**config.mk**
```make
export PLATFORM = sky130hd
export DESIGN_NAME = acc8_cpu
export DESIGN_NICKNAME = d
export VERILOG_FILES = /design/src/rtl/acc8_pkg.sv /design/src/rtl/acc8_alu.sv /design/src/rtl/acc8_ram.sv /design/src/rtl/acc8_ctrl.sv /design/src/rtl/acc8_cpu.sv
export SDC_FILE = /design/constraint.sdc
export NUM_CORES = 2
export LEC_CHECK = 0
export ABC_AREA = 1
export BUFFER_PORTS_ARGS = -buffer_cell sky130_fd_sc_hd__buf_4
export CAP_MARGIN = 15
export CORE_ASPECT_RATIO = 0.7
export CORE_MARGIN = 5
export CORE_UTILIZATION = 35
export DETAILED_ROUTE_END_ITERATION = 8
export HOLD_SLACK_MARGIN = 0.1
export PLACE_DENSITY = 0.59
export RECOVER_POWER = 25
export SLEW_MARGIN = 20
export SYNTH_ARGS = -nofsm -noshare
export SYNTH_HDL_FRONTEND = slang
export SYNTH_SLANG_ARGS = --single-unit
```
**constraint.sdc**
```tcl
create_clock -name clk_i -period 4.35 [get_ports clk_i]
set_input_delay 0.435 -clock clk_i [delete_from_list [all_inputs] [get_ports clk_i]]
set_output_delay 0.435 -clock clk_i [all_outputs]
set_load 0.01 [all_outputs]
```
**src/rtl/acc8_pkg.sv**
```systemverilog
package acc8_pkg;

  localparam logic [3:0] OP_INBOX    = 4'h0;
  localparam logic [3:0] OP_OUTBOX   = 4'h1;
  localparam logic [3:0] OP_COPYFROM = 4'h2;
  localparam logic [3:0] OP_COPYTO   = 4'h3;
  localparam logic [3:0] OP_ADD      = 4'h4;
  localparam logic [3:0] OP_SUB      = 4'h5;
  localparam logic [3:0] OP_BUMPUP   = 4'h6;
  localparam logic [3:0] OP_BUMPDN   = 4'h7;
  localparam logic [3:0] OP_JUMP     = 4'h8;
  localparam logic [3:0] OP_JUMPZ    = 4'h9;
  localparam logic [3:0] OP_JUMPN    = 4'hA;
  localparam logic [3:0] OP_SET      = 4'hC;
  localparam logic [3:0] OP_HALT     = 4'hF;

  typedef enum logic [2:0] {ST_FETCH, ST_OPND, ST_IND, ST_EXEC, ST_HALT} state_e;
  typedef enum logic [1:0] {ALU_ADD, ALU_SUB, ALU_INC, ALU_DEC} alu_op_e;
  typedef enum logic [1:0] {ACC_ALU, ACC_MEM, ACC_IN, ACC_IMM} acc_sel_e;

  typedef struct packed {
    logic     ir_ld;
    logic     opnd_ld;
    logic     pc_inc;
    logic     ea_ind;
    logic     acc_we;
    logic     ram_we;
    logic     ram_from_alu;
    logic     branch;
    logic     ijump;
    logic     cmp_neg;
    logic     pop;
    logic     push;
    alu_op_e  alu_op;
    acc_sel_e acc_sel;
  } ctrl_t;

  function automatic logic has_operand(input logic [3:0] op);
    return !(op inside {OP_INBOX, OP_OUTBOX, OP_HALT, 4'hB, 4'hD, 4'hE});
  endfunction

  function automatic logic mem_op(input logic [3:0] op);
    return op inside {[OP_COPYFROM:OP_BUMPDN]};
  endfunction

endpackage

```
**src/rtl/acc8_alu.sv**
```systemverilog
module acc8_alu import acc8_pkg::*; #(
  parameter int W = 8
) (
  input  logic [W-1:0] acc_i,
  input  logic [W-1:0] mem_i,
  input  alu_op_e      op_i,
  input  logic         cmp_neg_i,
  output logic [W-1:0] res_o,
  output logic         flag_o
);
  always_comb begin
    case (op_i)
      ALU_ADD: res_o = acc_i + mem_i;
      ALU_SUB: res_o = acc_i - mem_i;
      ALU_INC: res_o = mem_i + 1'b1;
      default: res_o = mem_i - 1'b1;
    endcase
  end

  assign flag_o = cmp_neg_i ? acc_i[W-1] : (acc_i == '0);
endmodule

```
**src/rtl/acc8_ram.sv**
```systemverilog
module acc8_ram #(
  parameter int W     = 8,
  parameter int DEPTH = 32,
  localparam int AW   = $clog2(DEPTH)
) (
  input  logic          clk_i,
  input  logic          rst_ni,
  input  logic          we_i,
  input  logic [AW-1:0] addr_i,
  input  logic [W-1:0]  wdata_i,
  output logic [W-1:0]  rdata_o
);
  logic [W-1:0] mem [DEPTH];

  always_ff @(posedge clk_i or negedge rst_ni) begin
    if (!rst_ni) begin
      for (int i = 0; i < DEPTH; i++) mem[i] <= '0;
    end else if (we_i) begin
      mem[addr_i] <= wdata_i;
    end
  end

  assign rdata_o = mem[addr_i];
endmodule

```
**src/rtl/acc8_ctrl.sv**
```systemverilog
module acc8_ctrl import acc8_pkg::*; (
  input  logic       clk_i,
  input  logic       rst_ni,
  input  logic       debug_i,
  input  logic       step_i,
  input  logic [3:0] fetch_op_i,
  input  logic [3:0] ir_op_i,
  input  logic       ir_ind_i,
  input  logic       in_valid_i,
  input  logic       out_full_i,
  output ctrl_t      ctl_o,
  output state_e     state_o,
  output logic       step_arm_o
);
  state_e state_q, state_d;
  ctrl_t  ctl;
  logic   arm_q, go, consume, ind;

  assign go  = arm_q | step_i;
  assign ind = ir_ind_i & mem_op(ir_op_i);

  always_comb begin
    ctl.ir_ld = 1'b0;       ctl.opnd_ld = 1'b0;  ctl.pc_inc = 1'b0;
    ctl.ea_ind = 1'b0;      ctl.acc_we = 1'b0;   ctl.ram_we = 1'b0;
    ctl.ram_from_alu = 1'b0; ctl.branch = 1'b0;  ctl.ijump = 1'b0;
    ctl.cmp_neg = 1'b0;     ctl.pop = 1'b0;      ctl.push = 1'b0;
    ctl.alu_op = ALU_ADD;   ctl.acc_sel = ACC_ALU;
    consume = 1'b0;
    state_d = state_q;
    case (state_q)
      ST_FETCH: begin
        // debug mode parks here until a step is pending
        if (!debug_i || go) begin
          ctl.ir_ld  = 1'b1;
          ctl.pc_inc = 1'b1;
          consume    = debug_i;
          state_d    = has_operand(fetch_op_i) ? ST_OPND : ST_EXEC;
        end
      end
      ST_OPND: begin
        ctl.opnd_ld = 1'b1;
        ctl.pc_inc  = 1'b1;
        state_d     = ind ? ST_IND : ST_EXEC;
      end
      ST_IND: begin
        ctl.ea_ind = 1'b1;
        state_d    = ST_EXEC;
      end
      ST_EXEC: begin
        state_d = ST_FETCH;
        case (ir_op_i)
          OP_INBOX: begin
            if (in_valid_i) begin
              ctl.pop = 1'b1; ctl.acc_we = 1'b1; ctl.acc_sel = ACC_IN;
            end else begin
              state_d = ST_EXEC;
            end
          end
          OP_OUTBOX: begin
            if (!out_full_i) ctl.push = 1'b1;
            else             state_d = ST_EXEC;
          end
          OP_COPYFROM: begin ctl.acc_we = 1'b1; ctl.acc_sel = ACC_MEM; end
          OP_COPYTO:   ctl.ram_we = 1'b1;
          OP_ADD:      begin ctl.acc_we = 1'b1; ctl.alu_op = ALU_ADD; end
          OP_SUB:      begin ctl.acc_we = 1'b1; ctl.alu_op = ALU_SUB; end
          OP_BUMPUP: begin
            ctl.alu_op = ALU_INC; ctl.acc_we = 1'b1;
            ctl.ram_we = 1'b1;    ctl.ram_from_alu = 1'b1;
          end
          OP_BUMPDN: begin
            ctl.alu_op = ALU_DEC; ctl.acc_we = 1'b1;
            ctl.ram_we = 1'b1;    ctl.ram_from_alu = 1'b1;
          end
          OP_JUMP:  begin ctl.branch = 1'b1; ctl.ijump = 1'b1; end
          OP_JUMPZ: ctl.branch = 1'b1;
          OP_JUMPN: begin ctl.branch = 1'b1; ctl.cmp_neg = 1'b1; end
          OP_SET:   begin ctl.acc_we = 1'b1; ctl.acc_sel = ACC_IMM; end
          OP_HALT:  state_d = ST_HALT;
          default: ;
        endcase
      end
      ST_HALT: state_d = ST_HALT;
      default: state_d = ST_FETCH;
    endcase
  end

  always_ff @(posedge clk_i or negedge rst_ni) begin
    if (!rst_ni) begin
      state_q <= ST_FETCH;
      arm_q   <= 1'b0;
    end else begin
      state_q <= state_d;
      arm_q   <= debug_i & (arm_q | step_i) & ~consume;
    end
  end

  assign ctl_o      = ctl;
  assign state_o    = state_q;
  assign step_arm_o = arm_q;
endmodule

```
**src/rtl/acc8_cpu.sv**
```systemverilog
module acc8_cpu import acc8_pkg::*; #(
  parameter int  DATA_W     = 8,
  parameter int  RAM_DEPTH  = 32,
  parameter int  PROG_DEPTH = 256,
  localparam int PC_W       = $clog2(PROG_DEPTH),
  localparam int ADDR_W     = $clog2(RAM_DEPTH)
) (
  input  logic              clk_i,
  input  logic              rst_ni,
  input  logic              prog_we_i,
  input  logic [PC_W-1:0]   prog_addr_i,
  input  logic [DATA_W-1:0] prog_data_i,
  input  logic              debug_i,
  input  logic              step_i,
  input  logic              in_valid_i,
  input  logic [DATA_W-1:0] in_data_i,
  output logic              in_pop_o,
  input  logic              out_full_i,
  output logic              out_push_o,
  output logic [DATA_W-1:0] out_data_o,
  output logic [PC_W-1:0]   pc_o,
  output logic              halted_o
);
  logic [DATA_W-1:0] rom [PROG_DEPTH];
  logic [DATA_W-1:0] fetch_word, opnd_q, acc_q, acc_nxt, ram_rd, ram_wd, alu_res;
  logic [PC_W-1:0]   pc_q;
  logic [4:0]        ir_q;   // opcode nibble + indirect bit
  logic [ADDR_W-1:0] ea_q;
  logic              alu_flag, taken, step_arm;
  ctrl_t             ctl;
  state_e            state;

  always_ff @(posedge clk_i) begin
    if (prog_we_i) rom[prog_addr_i] <= prog_data_i;
  end

  assign fetch_word = rom[pc_q];

  acc8_ctrl u_ctrl (
    .clk_i      (clk_i),
    .rst_ni     (rst_ni),
    .debug_i    (debug_i),
    .step_i     (step_i),
    .fetch_op_i (fetch_word[DATA_W-1 -: 4]),
    .ir_op_i    (ir_q[4:1]),
    .ir_ind_i   (ir_q[0]),
    .in_valid_i (in_valid_i),
    .out_full_i (out_full_i),
    .ctl_o      (ctl),
    .state_o    (state),
    .step_arm_o (step_arm)
  );

  acc8_alu #(.W(DATA_W)) u_alu (
    .acc_i     (acc_q),
    .mem_i     (ram_rd),
    .op_i      (ctl.alu_op),
    .cmp_neg_i (ctl.cmp_neg),
    .res_o     (alu_res),
    .flag_o    (alu_flag)
  );

  assign ram_wd = ctl.ram_from_alu ? alu_res : acc_q;

  acc8_ram #(.W(DATA_W), .DEPTH(RAM_DEPTH)) u_ram (
    .clk_i   (clk_i),
    .rst_ni  (rst_ni),
    .we_i    (ctl.ram_we),
    .addr_i  (ea_q),
    .wdata_i (ram_wd),
    .rdata_o (ram_rd)
  );

  assign taken = ctl.branch & (ctl.ijump | alu_flag);

  always_comb begin
    case (ctl.acc_sel)
      ACC_MEM: acc_nxt = ram_rd;
      ACC_IN:  acc_nxt = in_data_i;
      ACC_IMM: acc_nxt = opnd_q;
      default: acc_nxt = alu_res;
    endcase
  end

  always_ff @(posedge clk_i or negedge rst_ni) begin
    if (!rst_ni) begin
      pc_q   <= '0;
      ir_q   <= '0;
      opnd_q <= '0;
      ea_q   <= '0;
      acc_q  <= '0;
    end else begin
      if (ctl.ir_ld) ir_q <= fetch_word[DATA_W-1 -: 5];
      if (ctl.opnd_ld) begin
        opnd_q <= fetch_word;
        ea_q   <= fetch_word[ADDR_W-1:0];
      end else if (ctl.ea_ind) begin
        ea_q   <= ram_rd[ADDR_W-1:0];
      end
      if (taken)           pc_q <= opnd_q[PC_W-1:0];
      else if (ctl.pc_inc) pc_q <= pc_q + 1'b1;
      if (ctl.acc_we) acc_q <= acc_nxt;
    end
  end

  assign in_pop_o   = ctl.pop;
  assign out_push_o = ctl.push;
  assign out_data_o = acc_q;
  assign pc_o       = pc_q;
  assign halted_o   = (state == ST_HALT);
endmodule

```
# Word-level counts from Yosys, hierarchy flattened
# Memory sizes are Yosys's and may differ from the RTL's.
# Cells that the tools add are included.
# Widths: inputs -> output; s select.
[op_classes]
magnitude_cmp = 4
muxes = 44
bitwise_logic = 8
add_sub_neg = 5
n_eq_ne = 27
reduce_logical = 16
[ops]
columns = ["cell", "n"]
rows = [
  ["$bwmux 256", 1],
  ["$mux 8", 6],
  ["$pmux 8 s3", 2],
  ["$bmux 8 s5", 1],
  ["$demux 8 s5", 1],
  ["$eq 4x4->1 const B", 9],
  ["$mux 1", 19],
  ["$add 8x1->8 const B", 2],
  ["$eq 4x3->1 const B", 4],
  ["$pmux 3 s5", 1],
  ["$mux 12", 1],
  ["$pmux 2 s3", 2],
  ["$mux 5", 2],
  ["$pmux 3 s3", 1],
  ["$add 8x8->8", 1],
  ["$eq 4x1->1 const B", 2],
  ["$eq 4x2->1 const B", 2],
  ["$logic_not 4->1", 2],
  ["$logic_not 8->1", 1],
  ["$mux 2", 4],
  ["$sub 8x1->8 const B", 1],
  ["$sub 8x8->8", 1],
  ["$eq 2x2->1 const B", 3],
  ["$eq 3x2->1 const B", 2],
  ["other kinds (24)", 33],
]
[word_totals]
word_cells = 144
ramBits = 2048
n_memories = 1
inputBits = 31
register_bits = 294
[mem_list]
columns = ["name", "words", "width", "read_ports", "rd_clocked_by_memory_dff", "write_ports", "line_no", "rtl"]
rows = [
  ["rom", 256, 8, 1, 0, 1, "acc8_cpu.sv:24", "logic [DATA_W-1:0] rom [PROG_DEPTH];"],
]

# Longest topological paths before layout
[logic_depth]
word_depth = 8
ltp_mapped = 28
ltp_nobuf = 25

# Hierarchy
# A second synthesis with hierarchy kept.
[unflattened]
hier_cells = 9872
hier_area_um2 = 100840.5
[by_module_without_submodules]
columns = ["mod", "cells_per_inst", "instances", "area_per_inst_um2"]
rows = [
  ["acc8_cpu", 8003, 1, 87445.1],
  ["acc8_ram", 1633, 1, 12122.9],
  ["acc8_alu", 157, 1, 847.1],
  ["acc8_ctrl", 79, 1, 425.4],
]

# Worst setup path before layout
# No wires, ideal clock.
[synth_timing]
kind = "flip-flop to flip-flop"
startpoint = "register ea_q[1]"
endpoint = "register u_ram.mem[174] (netlist name)"
arrival_ps = 3568
path_slack_ps = 646
stages_incl_launch_ff = 23
required_ps = 4214
path_buffers = 3
cell_sequence = "dfrtp_1 > nand2_2 > inv_2 > buf_2 > buf_2 > a22oi_1 > a21oi_1 > nor4_1 > nand2_1 > ha_1 > fa_1 > o21ai_0 > nand2_1 > inv_1 > nor2_1 > nor2_1 > nor2_1 > xor2_1 > nand2_1 > o21ai_0 > a21oi_1 > clkbuf_1 > o21ai_0"
[synth_between]
elab_chain_len = 8
word_cells_on_any_way = 16
cone_classes = "add/sub: 4; order compare: 2; mux: 8; bitwise: 1; reduce/logical: 1"
[synth_rtl]
columns = ["item", "line_no", "rtl"]
rows = [
  ["from (decl)", "acc8_cpu.sv:28", "logic [ADDR_W-1:0] ea_q;"],
  ["from (signal assigned)", "acc8_cpu.sv:96", "ea_q <= fetch_word[ADDR_W-1:0];"],
  ["from (signal assigned)", "acc8_cpu.sv:98", "ea_q <= ram_rd[ADDR_W-1:0];"],
  ["$not 5->6 (not written as such) *", "acc8_ram.sv:19, acc8_ram.sv:23", ""],
  ["$bmux 8 s5", "acc8_ram.sv:23", "assign rdata_o = mem[addr_i];"],
  ["$mux 8 (not written as such) (2 in series)", "acc8_ram.sv:23", ""],
  ["$sub 8x1->8, or another cell as far along", "acc8_alu.sv:16", "default: res_o = mem_i - 1'b1;"],
  ["$pmux 8 s3", "acc8_alu.sv:12", "case (op_i)"],
  ["$mux 8", "acc8_cpu.sv:63", "assign ram_wd = ctl.ram_from_alu ? alu_res : acc_q;"],
  ["$bwmux 256 *", "acc8_ram.sv:19", "mem[addr_i] <= wdata_i;"],
  ["to (signal, indexed assignment)", "acc8_ram.sv:19", ""],
  ["to (decl)", "acc8_ram.sv:13", "logic [W-1:0] mem [DEPTH];"],
]
# Every way passes the cells marked *; elsewhere a longest branch is shown, timed or not. The select of a mux whose other input is x is not followed.
# A chain may end at the register's enable or synchronous reset.

# Worst setup path after layout
[layout_timing]
startpoint = "register ea_q[0]"
endpoint = "register u_ram.mem[86] (netlist name)"
# The elaborated chain is that of the path after synthesis.

==> impl_metrics.yaml <==
logic_synthesis:
  yosys_warnings: 0
  syn_area_mm2: 0.09655
  synth_edf_count: 2048
  async_flop_share_pct: 12.55
  synthFlopType: "edfxtp_1"
  synth_seq_area_share_pct: 71.32
  syn_nets: 8408
  syn_area_per_cell_um2: 11.55
  ys_ff_latch: 2342
  ys_types: 50
  syn_inst: 8360
layout:
  utilization_pct: 39.83
  layout_commonest_cell: "edfxtp_1"
  final_cell_mix: "edfxtp_1 (2048), nor2_1 (1589), o21ai_0 (1206)"
  nets: 8440
  layout-drive-gt1-share_pct: 8.842
  area_delta_synth_final_pct: 13.35
global_routing:
  grt_pass1_wl_mm: 427.0
  first_global_vias: 62270
  grt_start_max_net_pins: 140
  grt-ovfl-total: 0
  grtUsageTotal_pct: 19.61
  antenna_found_initial: 18
clock_tree:
  clock_sinks: 2342
  root_buffer: "clkbuf_16"
  clk_pin_slew_ns: 0.06
  insertion_delay_ns: 0.88
  htree_num_levels: 4
  cts_buffers: 227
  tritoncts: "built"
  clock_path_buffers: 4
critical_path:
  worstSetupPathType: "flop to flop"
  arrival_ns: 4.89
  crit_required_ns: 5.08
  start_kind: "flop"
  end_kind: "flop"
  r2r-start: "ea_q[0]"
  worstSetupStartpoint: "ea_q[0]"
  worst-path-max-fanout: 16
place:
  hpwlAfterDp_mm: 178.0
  dp_slack_ns: -0.01107
  routabilityCongestion: 0.8945
  portBuffers: 49
die:
  die_w_um: 637.8
  die_y_um: 449.4
  fp-row-count: 161
  fp.coreArea_mm2: 0.2748
  ios: 50
  initial_core_util_pct: 35.14
  die-area_mm2: 0.2866
sta:
  tightestPinTransition_ns: 3.837
  fin_crit_ns: 4.163
  min_period_over_period_pct: 95.70
  setup_violations: 0
  rsz0062_at_grt: "true"
  finalMaxSlewViolations: 1142
  layout_setup_ws_ns: 0.1872
  setup_tns_ns: 0
  hold_viol: 0
  max_slew_margin_pct: -155.8
  fmax_ghz: 0.2402
  fin_skew_ns: 0.06815
drt:
  drtIter0Drc: 9556
  wl_mm: 293.1
  vias: 66950
  wl_per_cell_um: 23.93
  routed_via_density: 5.466
  drc: 0
  first_pass_iters: 6
  drtAntennaViolNets: 0
power:
  power_density_mw_per_mm2: 632.3
  ir_drop_mv: 0.5958
  static-leakage-power_nw: 37.65
run:
  drv_cap: 12
run_status:
  violations: "max-capacitance violations, max-slew violations"
  status: "finished with violations"
hold_path:
  min_path_type: "primary input to flop"
  hold_path.startpoint: "in_data_i[6]"
final timing paths:
kind                                endpoint  slack [ns]  cells after the start
setup / recovery               u_ram.mem[86]        0.19                     25
hold / removal                 out_data_o[6]        0.20                      5
setup reg to reg               u_ram.mem[86]        0.19                     25
hold reg to reg               u_ram.mem[235]        0.48                      2
max in group asynchronous            ea_q[1]        1.40                      2
min in group asynchronous  u_ctrl.step_arm_o        1.03                      2
registers in the layout, summed over array words and instances, names as in the netlist, 3 cells and up:
register	cells
ea_q	5
ir_q	5
opnd_q	8
out_data_o	8
pc_o	8
rom	2048
u_ctrl.state_o	3
u_ram.mem	256
worst max-delay path, cell delays in order, from the launching register on:
cell and delay, ns:
dfrtp_2 0.47, inv_2 0.11, nor2_4 0.08, buf_4 0.20, buf_4 0.16, a22oi_1 0.15
nand2_1 0.13, nand2_2 0.13, nand2_1 0.10, nor4_4 0.27, buf_4 0.18, inv_1 0.06
ha_1 0.29, buf_4 0.15, a21oi_2 0.16, o31ai_4 0.09, and2_1 0.15, nor2_1 0.10
nor2_1 0.06, nor2_1 0.09, o21ai_1 0.08, o21ai_2 0.23, a21oi_4 0.09, buf_12 0.15
buf_12 0.15, o21ai_0 0.18
through the flow:
stage	power [mW]	cell area, µm²	hold slack (ns)	instances
2_1_floorplan	39.70	96550	0.1394	8360
3_3_place_gp	49.07	101900	0.4671	11800
3_5_place_dp	49.27	101900	0.4719	11800
4_1_cts	68.70	109300	0.1164	12230
5_1_grt	72.27	109400	0.1703	12240
6_report	69.20	109400	0.2045	12250
cell families (layout without fill, tap and decap cells):
group | after synthesis | in the layout | synth area share (%)
buf+inv | 832 | 1044 | 3.745
compound gates | 1942 | 1942 | 11.39
other cells | 0 | 9 | 0
mux | 2 | 2 | 0.02074
xor+xnor | 5 | 5 | 0.04536
flops | 2342 | 2342 | 71.32
simple gates | 3220 | 3221 | 13.24
fa+ha+maj | 17 | 17 | 0.2359
repair_timing:
| action | 4_1_cts | 5_1_grt |
|---|---|---|
| gates resized for setup | 1 | 43 |
| pin swaps | 0 | 7 |
| gates cloned | 0 | 2 |
| hold buffers | 18 | 1 |
| endpoints found under the setup margin | 36 | 102 |
| hold endpoints to repair | 278 | 4 |
| setup buffers | 0 | 6 |
routing by layer:
layer	vias to the layer above	part of all wire, %	global-route usage [%]
met1	33350	45	30.64
li1	29830	-	-
met2	3379	41	27.13
met3	393	12	5.000
met5	-	0	0
met4	0	2.2	4.371
cell type report:
type	instances	area, µm²
repair buffers	357	3426
diodes	9	22.52
clock inverters	129	1082
fillers	25930	165300
well taps	3667	4588
inverters	277	1080
flip-flops and latches	2342	68870
clock buffers	281	6110
multi-input cells	5187	24250
cells in the mapped netlist (2+ instances only):
cell type / number / area (µm²)
o32ai_1: 2 / 17.52
nor4_1: 2 / 12.51
o21ai_0: 1221 / 6111
ha_1: 15 / 187.7
inv_2: 13 / 48.80
xor2_1: 4 / 35.03
nand3b_1: 5 / 37.54
nor3_4: 2 / 32.53
nor3_1: 36 / 180.2
nor3_2: 2 / 20.02
o22ai_1: 169 / 1057
or2_1: 3 / 18.77
buf_2: 187 / 935.9
a221oi_1: 3 / 26.28
clkinv_1: 6 / 22.52
buf_4: 58 / 435.4
clkbuf_1: 284 / 1066
nand2_2: 4 / 25.02
nand2_1: 1202 / 4512
mux2i_1: 2 / 20.02
nor2_1: 1593 / 5979
a21oi_1: 155 / 775.7
buf_1: 21 / 78.83
inv_1: 256 / 960.9
nor4_4: 3 / 63.81
o221ai_1: 100 / 875.8
o211ai_1: 126 / 945.9
buf_6: 5 / 56.30
nand4_1: 15 / 93.84
dfrtp_1: 294 / 7357
a31oi_1: 4 / 25.02
nand3_1: 327 / 1637
nor2_2: 5 / 31.28
or2_2: 18 / 112.6
fa_1: 2 / 40.04
o21ai_1: 22 / 110.1
a22oi_1: 134 / 1006
edfxtp_1: 2048 / 61500
report_power, final:
group / switching [mW] / internal (mW) / total, mW
registers: 0.746 / 25.1 / 25.9
logic: 16.9 / 6.83 / 23.8
clock network: 8.63 / 10.9 / 19.6
Power figures use the tool's default switching activity.
